--- config.mk ---
export PLATFORM = sky130hd
export DESIGN_NAME = restoring_divider
export DESIGN_NICKNAME = d
export VERILOG_FILES = /design/src/rtl/rdiv_pkg.sv /design/src/rtl/rdiv_operand_prep.sv /design/src/rtl/rdiv_iter_core.sv /design/src/rtl/rdiv_result_fix.sv /design/src/rtl/restoring_divider.sv
export SDC_FILE = /design/constraint.sdc
export NUM_CORES = 1
export LEC_CHECK = 0
export ABC_AREA = 1
export BUFFER_PORTS_ARGS = -buffer_cell sky130_fd_sc_hd__clkbuf_2
export CAP_MARGIN = 10
export CORE_MARGIN = 3
export CORE_UTILIZATION = 49
export CTS_CLUSTER_DIAMETER = 100
export DETAILED_ROUTE_END_ITERATION = 8
export HOLD_SLACK_MARGIN = 0.05
export PLACE_DENSITY = 0.68
export SYNTH_ARGS = -nofsm -noshare
export SYNTH_HDL_FRONTEND = slang
export SYNTH_HIERARCHICAL = 1
export SYNTH_SLANG_ARGS = --single-unit
--- constraint.sdc ---
create_clock -name clk -period 4.2 [get_ports clk]
set_input_delay 0.21 -clock clk [delete_from_list [all_inputs] [get_ports clk]]
set_output_delay 0.21 -clock clk [all_outputs]
set_load 0.005 [all_outputs]
--- src/rtl/rdiv_pkg.sv ---
package rdiv_pkg;
   typedef enum logic [1:0] {
      PH_IDLE = 2'd0,
      PH_ITER = 2'd1,
      PH_FIX  = 2'd2
   } rdiv_phase_t;
endpackage

--- src/rtl/rdiv_operand_prep.sv ---
module rdiv_operand_prep #(
   parameter int WIDTH      = 32,
   parameter bit SIGNED_EN  = 1'b1
) (
   input  logic             is_signed,
   input  logic [WIDTH-1:0] dividend,
   input  logic [WIDTH-1:0] divisor,
   output logic [WIDTH-1:0] dvd_mag,
   output logic [WIDTH-1:0] dvs_mag,
   output logic             flip_quo,
   output logic             flip_rem,
   output logic             dvs_zero
);
   assign dvs_zero = (divisor == '0);

   generate
      if (SIGNED_EN) begin : g_signed
         logic dvd_neg, dvs_neg;
         assign dvd_neg  = is_signed & dividend[WIDTH-1];
         assign dvs_neg  = is_signed & divisor[WIDTH-1];
         assign dvd_mag  = dvd_neg ? (~dividend + 1'b1) : dividend;
         assign dvs_mag  = dvs_neg ? (~divisor + 1'b1) : divisor;
         assign flip_quo = dvd_neg ^ dvs_neg;
         assign flip_rem = dvd_neg;
      end else begin : g_unsigned
         logic unused_mode;
         assign unused_mode = is_signed;
         assign dvd_mag  = dividend;
         assign dvs_mag  = divisor;
         assign flip_quo = 1'b0;
         assign flip_rem = 1'b0;
      end
   endgenerate
endmodule

--- src/rtl/rdiv_iter_core.sv ---
module rdiv_iter_core
   import rdiv_pkg::*;
#(
   parameter int WIDTH = 32
) (
   input  logic             clk,
   input  logic             rst_n,
   input  logic             load,
   input  logic [WIDTH-1:0] dvd_mag,
   input  logic [WIDTH-1:0] dvs_mag,
   output logic             finish,
   output logic             busy,
   output logic [WIDTH-1:0] quo_mag,
   output logic [WIDTH-1:0] rem_mag
);
   localparam int CNT_W = $clog2(WIDTH + 1);
   localparam logic [CNT_W-1:0] LAST_STEP = CNT_W'(WIDTH - 1);

   rdiv_phase_t        phase;
   logic [CNT_W-1:0]   step;
   logic [2*WIDTH-1:0] work;
   logic               ext;
   logic [WIDTH-1:0]   dvs_q;

   logic [WIDTH:0]     trial;
   logic               trial_neg;
   logic [WIDTH-1:0]   hi_next;

   // trial subtraction on the upper half plus the bit shifted out above it
   assign trial     = {ext, work[2*WIDTH-1:WIDTH]} - {1'b0, dvs_q};
   assign trial_neg = trial[WIDTH];
   assign hi_next   = trial_neg ? work[2*WIDTH-1:WIDTH] : trial[WIDTH-1:0];

   always_ff @(posedge clk or negedge rst_n) begin
      if (!rst_n) begin
         phase <= PH_IDLE;
         step  <= '0;
         work  <= '0;
         ext   <= 1'b0;
         dvs_q <= '0;
      end else begin
         unique case (phase)
            PH_IDLE: if (load) begin
               work  <= {{(WIDTH-1){1'b0}}, dvd_mag, 1'b0};
               ext   <= 1'b0;
               dvs_q <= dvs_mag;
               step  <= '0;
               phase <= PH_ITER;
            end
            PH_ITER: begin
               {ext, work} <= {hi_next, work[WIDTH-1:0], ~trial_neg};
               step        <= step + 1'b1;
               if (step == LAST_STEP) phase <= PH_FIX;
            end
            PH_FIX: phase <= PH_IDLE;
            default: phase <= PH_IDLE;
         endcase
      end
   end

   assign busy    = (phase != PH_IDLE);
   assign finish  = (phase == PH_FIX);
   assign quo_mag = work[WIDTH-1:0];
   // undo the surplus shift on the upper half only
   assign rem_mag = {ext, work[2*WIDTH-1:WIDTH+1]};
endmodule

--- src/rtl/rdiv_result_fix.sv ---
module rdiv_result_fix #(
   parameter int WIDTH = 32
) (
   input  logic             clk,
   input  logic             rst_n,
   input  logic             finish,
   input  logic             flip_quo,
   input  logic             flip_rem,
   input  logic             dvs_zero,
   input  logic [WIDTH-1:0] quo_mag,
   input  logic [WIDTH-1:0] rem_mag,
   output logic             done,
   output logic [WIDTH-1:0] quotient,
   output logic [WIDTH-1:0] remainder
);
   logic [WIDTH-1:0] quo_signed, rem_signed;

   assign quo_signed = dvs_zero ? '1 : (flip_quo ? (~quo_mag + 1'b1) : quo_mag);
   assign rem_signed = flip_rem ? (~rem_mag + 1'b1) : rem_mag;

   always_ff @(posedge clk or negedge rst_n) begin
      if (!rst_n) begin
         done      <= 1'b0;
         quotient  <= '0;
         remainder <= '0;
      end else begin
         done <= finish;
         if (finish) begin
            quotient  <= quo_signed;
            remainder <= rem_signed;
         end
      end
   end
endmodule

--- src/rtl/restoring_divider.sv ---
module restoring_divider #(
   parameter int WIDTH     = 32,
   parameter bit SIGNED_EN = 1'b1
) (
   input  logic             clk,
   input  logic             rst_n,
   input  logic             start,
   input  logic             is_signed,
   input  logic [WIDTH-1:0] dividend,
   input  logic [WIDTH-1:0] divisor,
   output logic             busy,
   output logic             done,
   output logic [WIDTH-1:0] quotient,
   output logic [WIDTH-1:0] remainder
);
   initial begin
      if (WIDTH < 2) $error("restoring_divider: WIDTH must be at least 2");
   end

   logic [WIDTH-1:0] dvd_mag, dvs_mag, quo_mag, rem_mag;
   logic flip_quo_c, flip_rem_c, dvs_zero_c;
   logic flip_quo_q, flip_rem_q, dvs_zero_q;
   logic core_busy, finish, accept;

   assign accept = start & ~core_busy;

   rdiv_operand_prep #(.WIDTH(WIDTH), .SIGNED_EN(SIGNED_EN)) u_prep (
      .is_signed (is_signed),
      .dividend  (dividend),
      .divisor   (divisor),
      .dvd_mag   (dvd_mag),
      .dvs_mag   (dvs_mag),
      .flip_quo  (flip_quo_c),
      .flip_rem  (flip_rem_c),
      .dvs_zero  (dvs_zero_c)
   );

   always_ff @(posedge clk or negedge rst_n) begin
      if (!rst_n) begin
         flip_quo_q <= 1'b0;
         flip_rem_q <= 1'b0;
         dvs_zero_q <= 1'b0;
      end else if (accept) begin
         flip_quo_q <= flip_quo_c;
         flip_rem_q <= flip_rem_c;
         dvs_zero_q <= dvs_zero_c;
      end
   end

   rdiv_iter_core #(.WIDTH(WIDTH)) u_core (
      .clk     (clk),
      .rst_n   (rst_n),
      .load    (accept),
      .dvd_mag (dvd_mag),
      .dvs_mag (dvs_mag),
      .finish  (finish),
      .busy    (core_busy),
      .quo_mag (quo_mag),
      .rem_mag (rem_mag)
   );

   rdiv_result_fix #(.WIDTH(WIDTH)) u_fix (
      .clk       (clk),
      .rst_n     (rst_n),
      .finish    (finish),
      .flip_quo  (flip_quo_q),
      .flip_rem  (flip_rem_q),
      .dvs_zero  (dvs_zero_q),
      .quo_mag   (quo_mag),
      .rem_mag   (rem_mag),
      .done      (done),
      .quotient  (quotient),
      .remainder (remainder)
   );

   assign busy = core_busy;
endmodule

## Word-level counts from Yosys, hierarchy flattened

Cells that the tools add are included.

| word-level totals | value |
|---|---|
| register bits | 173 |
| input bits | 68 |
| output and inout port bits | 66 |
| logic and storage cells | 54 |

| operators by class | value |
|---|---|
| $add $sub $neg | 6 |
| equality and inequality tests | 5 |
| muxes and demuxes | 15 |
| bitwise operators | 10 |
| reduce and logical (&&, ||, !) cells | 7 |

Operators with widths:

| kind | count |
|---|---|
| 32-bit 2-to-1 mux | 6 |
| 32-bit by 1-bit adder with 32-bit output, second input constant | 4 |
| 32-bit inverter | 4 |
| 64-bit one-hot mux with 2 select lines | 1 |
| 64-bit 2-to-1 mux | 1 |
| 33-bit by 32-bit subtractor with 33-bit output | 1 |
| 32-bit logical NOT | 1 |
| 6-bit one-hot mux with 2 select lines | 1 |
| 6-bit by 1-bit adder with 6-bit output, second input constant | 1 |
| 6-bit by 5-bit equality test with 1-bit output, second input constant | 1 |
| 6-bit 2-to-1 mux | 1 |
| 2-bit AND reduction | 3 |
| 2-bit 2-to-1 mux | 2 |
| 2-bit one-hot mux with 2 select lines | 1 |
| 2-bit nonzero test | 2 |
| 1-bit bitwise AND | 3 |
| 2-bit by 1-bit equality test with 1-bit output, second input constant | 1 |
| 2-bit equality test, second input constant | 1 |
| 2-bit logical NOT | 1 |
| 2-bit by 1-bit != test with 1-bit output, second input constant | 1 |
| 2-bit != test, second input constant | 1 |
| 1-bit inverter | 2 |
| 1-bit one-hot mux with 2 select lines | 1 |
| 1-bit 2-to-1 mux | 1 |
| 1-bit XOR | 1 |

## Longest topological paths before layout

| logic depth | value |
|---|---|
| depth in word-level cells | 5 |
| gate-level depth with buffers | 19 |
| depth with buffers taken out | 18 |

## Cells and area by module

Netlist, hierarchy kept.

By module, submodules not included:

| module | times used | cells an instance | area each (um^2) | sequential area each (um^2) |
|---|---|---|---|---|
| rdiv_iter_core | 1 | 1167 | 7719.9 | 2627.5 |
| rdiv_result_fix | 1 | 647 | 4361.7 | 1626.6 |
| rdiv_operand_prep | 1 | 455 | 2124.5 | 0.0 |
| restoring_divider | 1 | 15 | 126.4 | 75.1 |

## Worst setup path after synthesis

OpenSTA, ideal clock, no wires.

| path | value |
|---|---|
| kind | register to register |
| start | register u_core.work[32] |
| end | register u_core.work[56] |
| setup time | 0.117 ns |
| arrival time | 2.053 ns |
| required time | 4.083 ns |
| slack | 2.029 ns |
| cell stages (with the launch flop) | 18 |
| buffers on the path | 1 |
| clock period less this slack | 2.171 ns |
| cell sequence | dfrtp_1 > inv_1 > ha_1 > inv_1 > fa_1 > nand2_1 > nand2_1 > nand3b_1 > nand2_2 > nand2_2 > nand2_2 > nand2_4 > nand3_1 > nand2_4 > buf_6 > nand2_1 > nand3_1 > nand2_1 |

| between the ends | value |
|---|---|
| cells in the longest elaborated chain, start to end | 3 |

Ends and longest elaborated chain:

| what | RTL line | text |
|---|---|---|
| start: declaration | rdiv_iter_core.sv:21 | `logic [2*WIDTH-1:0] work;` |
| start signal: assignment | rdiv_iter_core.sv:44 | `work <= {{(WIDTH-1){1'b0}}, dvd_mag, 1'b0};` |
| start signal: assignment | rdiv_iter_core.sv:51 | `{ext, work} <= {hi_next, work[WIDTH-1:0], ~trial_neg};` |
| 33-bit by 32-bit subtractor with 33-bit output | rdiv_iter_core.sv:30 | `assign trial = {ext, work[2*WIDTH-1:WIDTH]} - {1'b0, dvs_q};` |
| 32-bit 2-to-1 mux | rdiv_iter_core.sv:32 | `assign hi_next = trial_neg ? work[2*WIDTH-1:WIDTH] : trial[WIDTH-1:0];` |
| 64-bit one-hot mux with 2 select lines | rdiv_iter_core.sv:42 | `unique case (phase)` |

Every way passes these cells.
A chain may end at the register's enable or synchronous reset.

## Final worst setup path

| path | value |
|---|---|
| start | register u_core.work[32] |
| end | register u_core.ext |

| between the ends | value |
|---|---|
| cells in the longest elaborated chain, start to end | 3 |

Ends and longest elaborated chain:

| what | RTL line | text |
|---|---|---|
| 33-bit by 32-bit subtractor with 33-bit output | rdiv_iter_core.sv:30 |  |
| 32-bit 2-to-1 mux | rdiv_iter_core.sv:32 |  |
| 1-bit one-hot mux with 2 select lines | rdiv_iter_core.sv:42 |  |
| end signal: assignment | rdiv_iter_core.sv:51 |  |
| end: declaration | rdiv_iter_core.sv:22 | `logic ext;` |

Every way passes these cells.

==> flow_metrics.env <==
export IMPL_wirelength_mm=39.9
export IMPL_path_cells="inv_1, ha_1, inv_1, fa_1, nand2_1, nand2_1, nand3b_1, nand2_2, nand2_2, nand2_2, nand2_4, nand2_4, nand2_4, nand2_8, nand2_1, nand2_1, nand2_1, nand2_1"
export IMPL_fp_dieH_microns=177
export IMPL_startpoint_type="register"
export IMPL_dr_pass1_iters=6
export IMPL_yosysTopAreaCellShare=0.302
export IMPL_fin_nets=2433
export IMPL_relSlewSlack=0.323
export IMPL_grt_max_degree=91
export IMPL_num_vias=13900
export IMPL_finalSetupTns_ns=0
export IMPL_p_clk_frac=0.126
export IMPL_htreeDepth=4
export IMPL_syn_num_nets=2390
export IMPL_die_w_microns=177
export IMPL_power_switching_w=0.00666
export IMPL_setup_viol=0
export IMPL_clock_sinks=173
export IMPL_synth_commonest_cells="nand2_1, inv_1, nor2_1"
export IMPL_ys_ff_latch=173
export IMPL_grt_use_total=0.259
export IMPL_yosys_area_top_type="dfrtp_1"
export IMPL_cpMostUsedCell="nand2_1"
export IMPL_final_hold_viol_count=0
export IMPL_diodes=0
export IMPL_internal_power_w=0.00589
export IMPL_num_rows=61
export IMPL_worstPathArrival_ns=2.81
export IMPL_drc=0
export IMPL_cp_end_kind="register"
export IMPL_fillers=2931
export IMPL_globalplace_congestion=0.927
export IMPL_p_comb_frac=0.621
export IMPL_period_needed_ns=2.49
export IMPL_rsz0062_at_grt="no"
export IMPL_synth_seq_area_share=0.302
export IMPL_worst_path_largest_cell_delay_ns=0.42
export IMPL_clock_path_buffers=2
export IMPL_synth_edff_count=0
export IMPL_power_w=0.0125
export IMPL_drive_gt1_frac=0.117
export IMPL_worst_setup_path_type="reg -> reg"
export IMPL_syn_avg_cell_area_sq_um=6.28
export IMPL_drtIter0Drc=1158
export IMPL_crit_path_max_fanout=33
export IMPL_yosys_cell_types_count=46
export IMPL_grt_pass1_wl_mm=65.4
export IMPL_postCtsSetupBuffers=0
export IMPL_fmax_mhz=402
export IMPL_cts_tree="built"
export IMPL_crit_family="simple AND/OR/NAND/NOR gates"
export IMPL_pin_count=134
export IMPL_fin_crit_sh=0.593
export IMPL_clock_latency_ns=0.44
export IMPL_cellPowerDensity_nw_per_um2=817
export IMPL_antenna_found_initial=0
export IMPL_syn_area_sq_um=14300
export IMPL_clock_skew_ns=0.0132
export IMPL_numPortBuffers=133
export IMPL_initial_core_util=0.506
export IMPL_power_leakage_nw=8.53
export IMPL_worstMarginPinSlew_ns=1.01
export IMPL_grt_pass1_vias=12700
export IMPL_grt_overflow_total=0
export IMPL_synth_most_common_cell="nand2_1"
export IMPL_ir_worst_vdd_v=0.000442
export IMPL_status="finished, final reports clean"
export IMPL_cts_buffers=17
export IMPL_wire_per_inst_microns=14.7
export IMPL_required_ns=4.52
export IMPL_switching_share=0.531
export IMPL_via_per_inst=5.11
export IMPL_slowest_stage="fa_1"
export IMPL_maxCapViolCount=0
export IMPL_yosys_top_cells_area="dfrtp_1, nand2_1, inv_1"
export IMPL_fp_dieArea_sq_um=31300
export IMPL_clk_pin_slew_worst_paths_ns=0.07
export IMPL_worstPathBufferInverterCount=2
export IMPL_drv_slew=0
export IMPL_yosysWarnings=6
export IMPL_drt_antenna_violating_nets=0
export IMPL_syn_inst=2284
export IMPL_synth_flop_cell="dfrtp_1"
export IMPL_p_seq_frac=0.253
export IMPL_rrSetupSlack_ns=1.71
export IMPL_synth_async_reset_ratio=1.00
export IMPL_syn2layout_area_growth_pct=7.19
export IMPL_dp_hpwl_mm=31.5
export IMPL_coreArea_sq_um=28300
export IMPL_hold_path_class="in -> reg"
export IMPL_cts_root_buffer="clkbuf_16"
-- power by group through the flow --
stage | combinational [W] | clock, W | sequential [W]
after global routing | 0.00887 | 0.00168 | 0.00328
after CTS | 0.00767 | 0.00161 | 0.00316
after detailed placement | 0.00763 | 0 | 0.00319
final | 0.00779 | 0.00158 | 0.00318
after floorplan | 0.00653 | 0 | 0.00274
after global placement | 0.00750 | 0 | 0.00316
-- flip-flops by register name, summed over array words and instances (netlist names) --
name             cells
dvs_zero_q           1
flip_quo_q           1
flip_rem_q           1
u_core/dvs_q        32
u_core/ext           1
u_core/phase         2
u_core/step          6
u_core/work         64
u_fix/done           1
u_fix/quotient      32
u_fix/remainder     32
-- stage by stage --
step	area (sq um)	std cells	hold WS, ns	util	worst slack (ns)
after global placement	14800	2684	0.340	0.521	1.79
after global routing	15400	2718	0.103	0.543	1.47
final	15400	2718	0.0735	0.543	1.71
after CTS	15400	2718	0.0588	0.543	1.71
after floorplan	14300	2284	-0.0856	-	2.03
after detailed placement	14800	2684	0.339	0.521	1.72
-- worst paths after layout --
path / from / to / cells past startpoint
worst max-delay path: u_core/work[32]$_DFFE_PN0P_ / u_core/ext$_DFFE_PN0P_ / 18
worst min-delay path: divisor[0] / u_core/dvs_q[0]$_DFFE_PN0P_ / 3
worst max register to register: u_core/work[32]$_DFFE_PN0P_ / u_core/ext$_DFFE_PN0P_ / 18
worst min register to register: u_fix/remainder[29]$_DFFE_PN0P_ / u_fix/remainder[29]$_DFFE_PN0P_ / 2
max in group asynchronous: rst_n / u_core/dvs_q[19]$_DFFE_PN0P_ / 3
min in group asynchronous: rst_n / u_fix/quotient[17]$_DFFE_PN0P_ / 2
-- metal layers --
metal  share of wire  track usage
met1            0.52        0.414
met2            0.40        0.372
met3           0.063       0.0270
met4           0.017       0.0599
met5               0            0
-- what timing repair did --
action                    4_1_cts  5_1_grt
hold buffers                    2        0
hold endpoints to repair       92        0
resized for setup               0        0
-- layout make-up --
cell class	instances	area, sq um	area share
multi-input cells	1639	7890	0.513
inverters	351	1320	0.0858
repair buffers	145	779	0.0507
clock buffers	20	457	0.0297
well taps	378	473	0.0308
clock inverters	12	120	0.00782
flip-flops and latches	173	4330	0.282
-- cells by family after synthesis --
logic type | Yosys count | synth area share
buffers and inverters | 472 | 0.149
and+or+nand+nor | 1315 | 0.389
adders and majority gates | 38 | 0.0337
AOI/OAI and AO/OA | 224 | 0.0883
xor gates and xnor gates | 62 | 0.0379
DFF | 173 | 0.302
-- worst min-delay path, stage by stage --
cell	delay (ns)
clkbuf_2	0.09
nand2_1	0.09
nand2_1	0.07
-- placed cells by master, fill, tap and decap left out, types with 29 or more instances in the layout --
| cell type | count |
|---|---|
| o22ai_1 | 40 |
| inv_1 | 339 |
| clkbuf_2 | 132 |
| ha_1 | 37 |
| nand3_1 | 160 |
| xor2_1 | 29 |
| dfrtp_1 | 173 |
| xnor2_1 | 33 |
| nor2_1 | 232 |
| o21ai_0 | 80 |
| a21oi_1 | 60 |
| nand2_1 | 801 |
(Power assumes the default switching activity.)
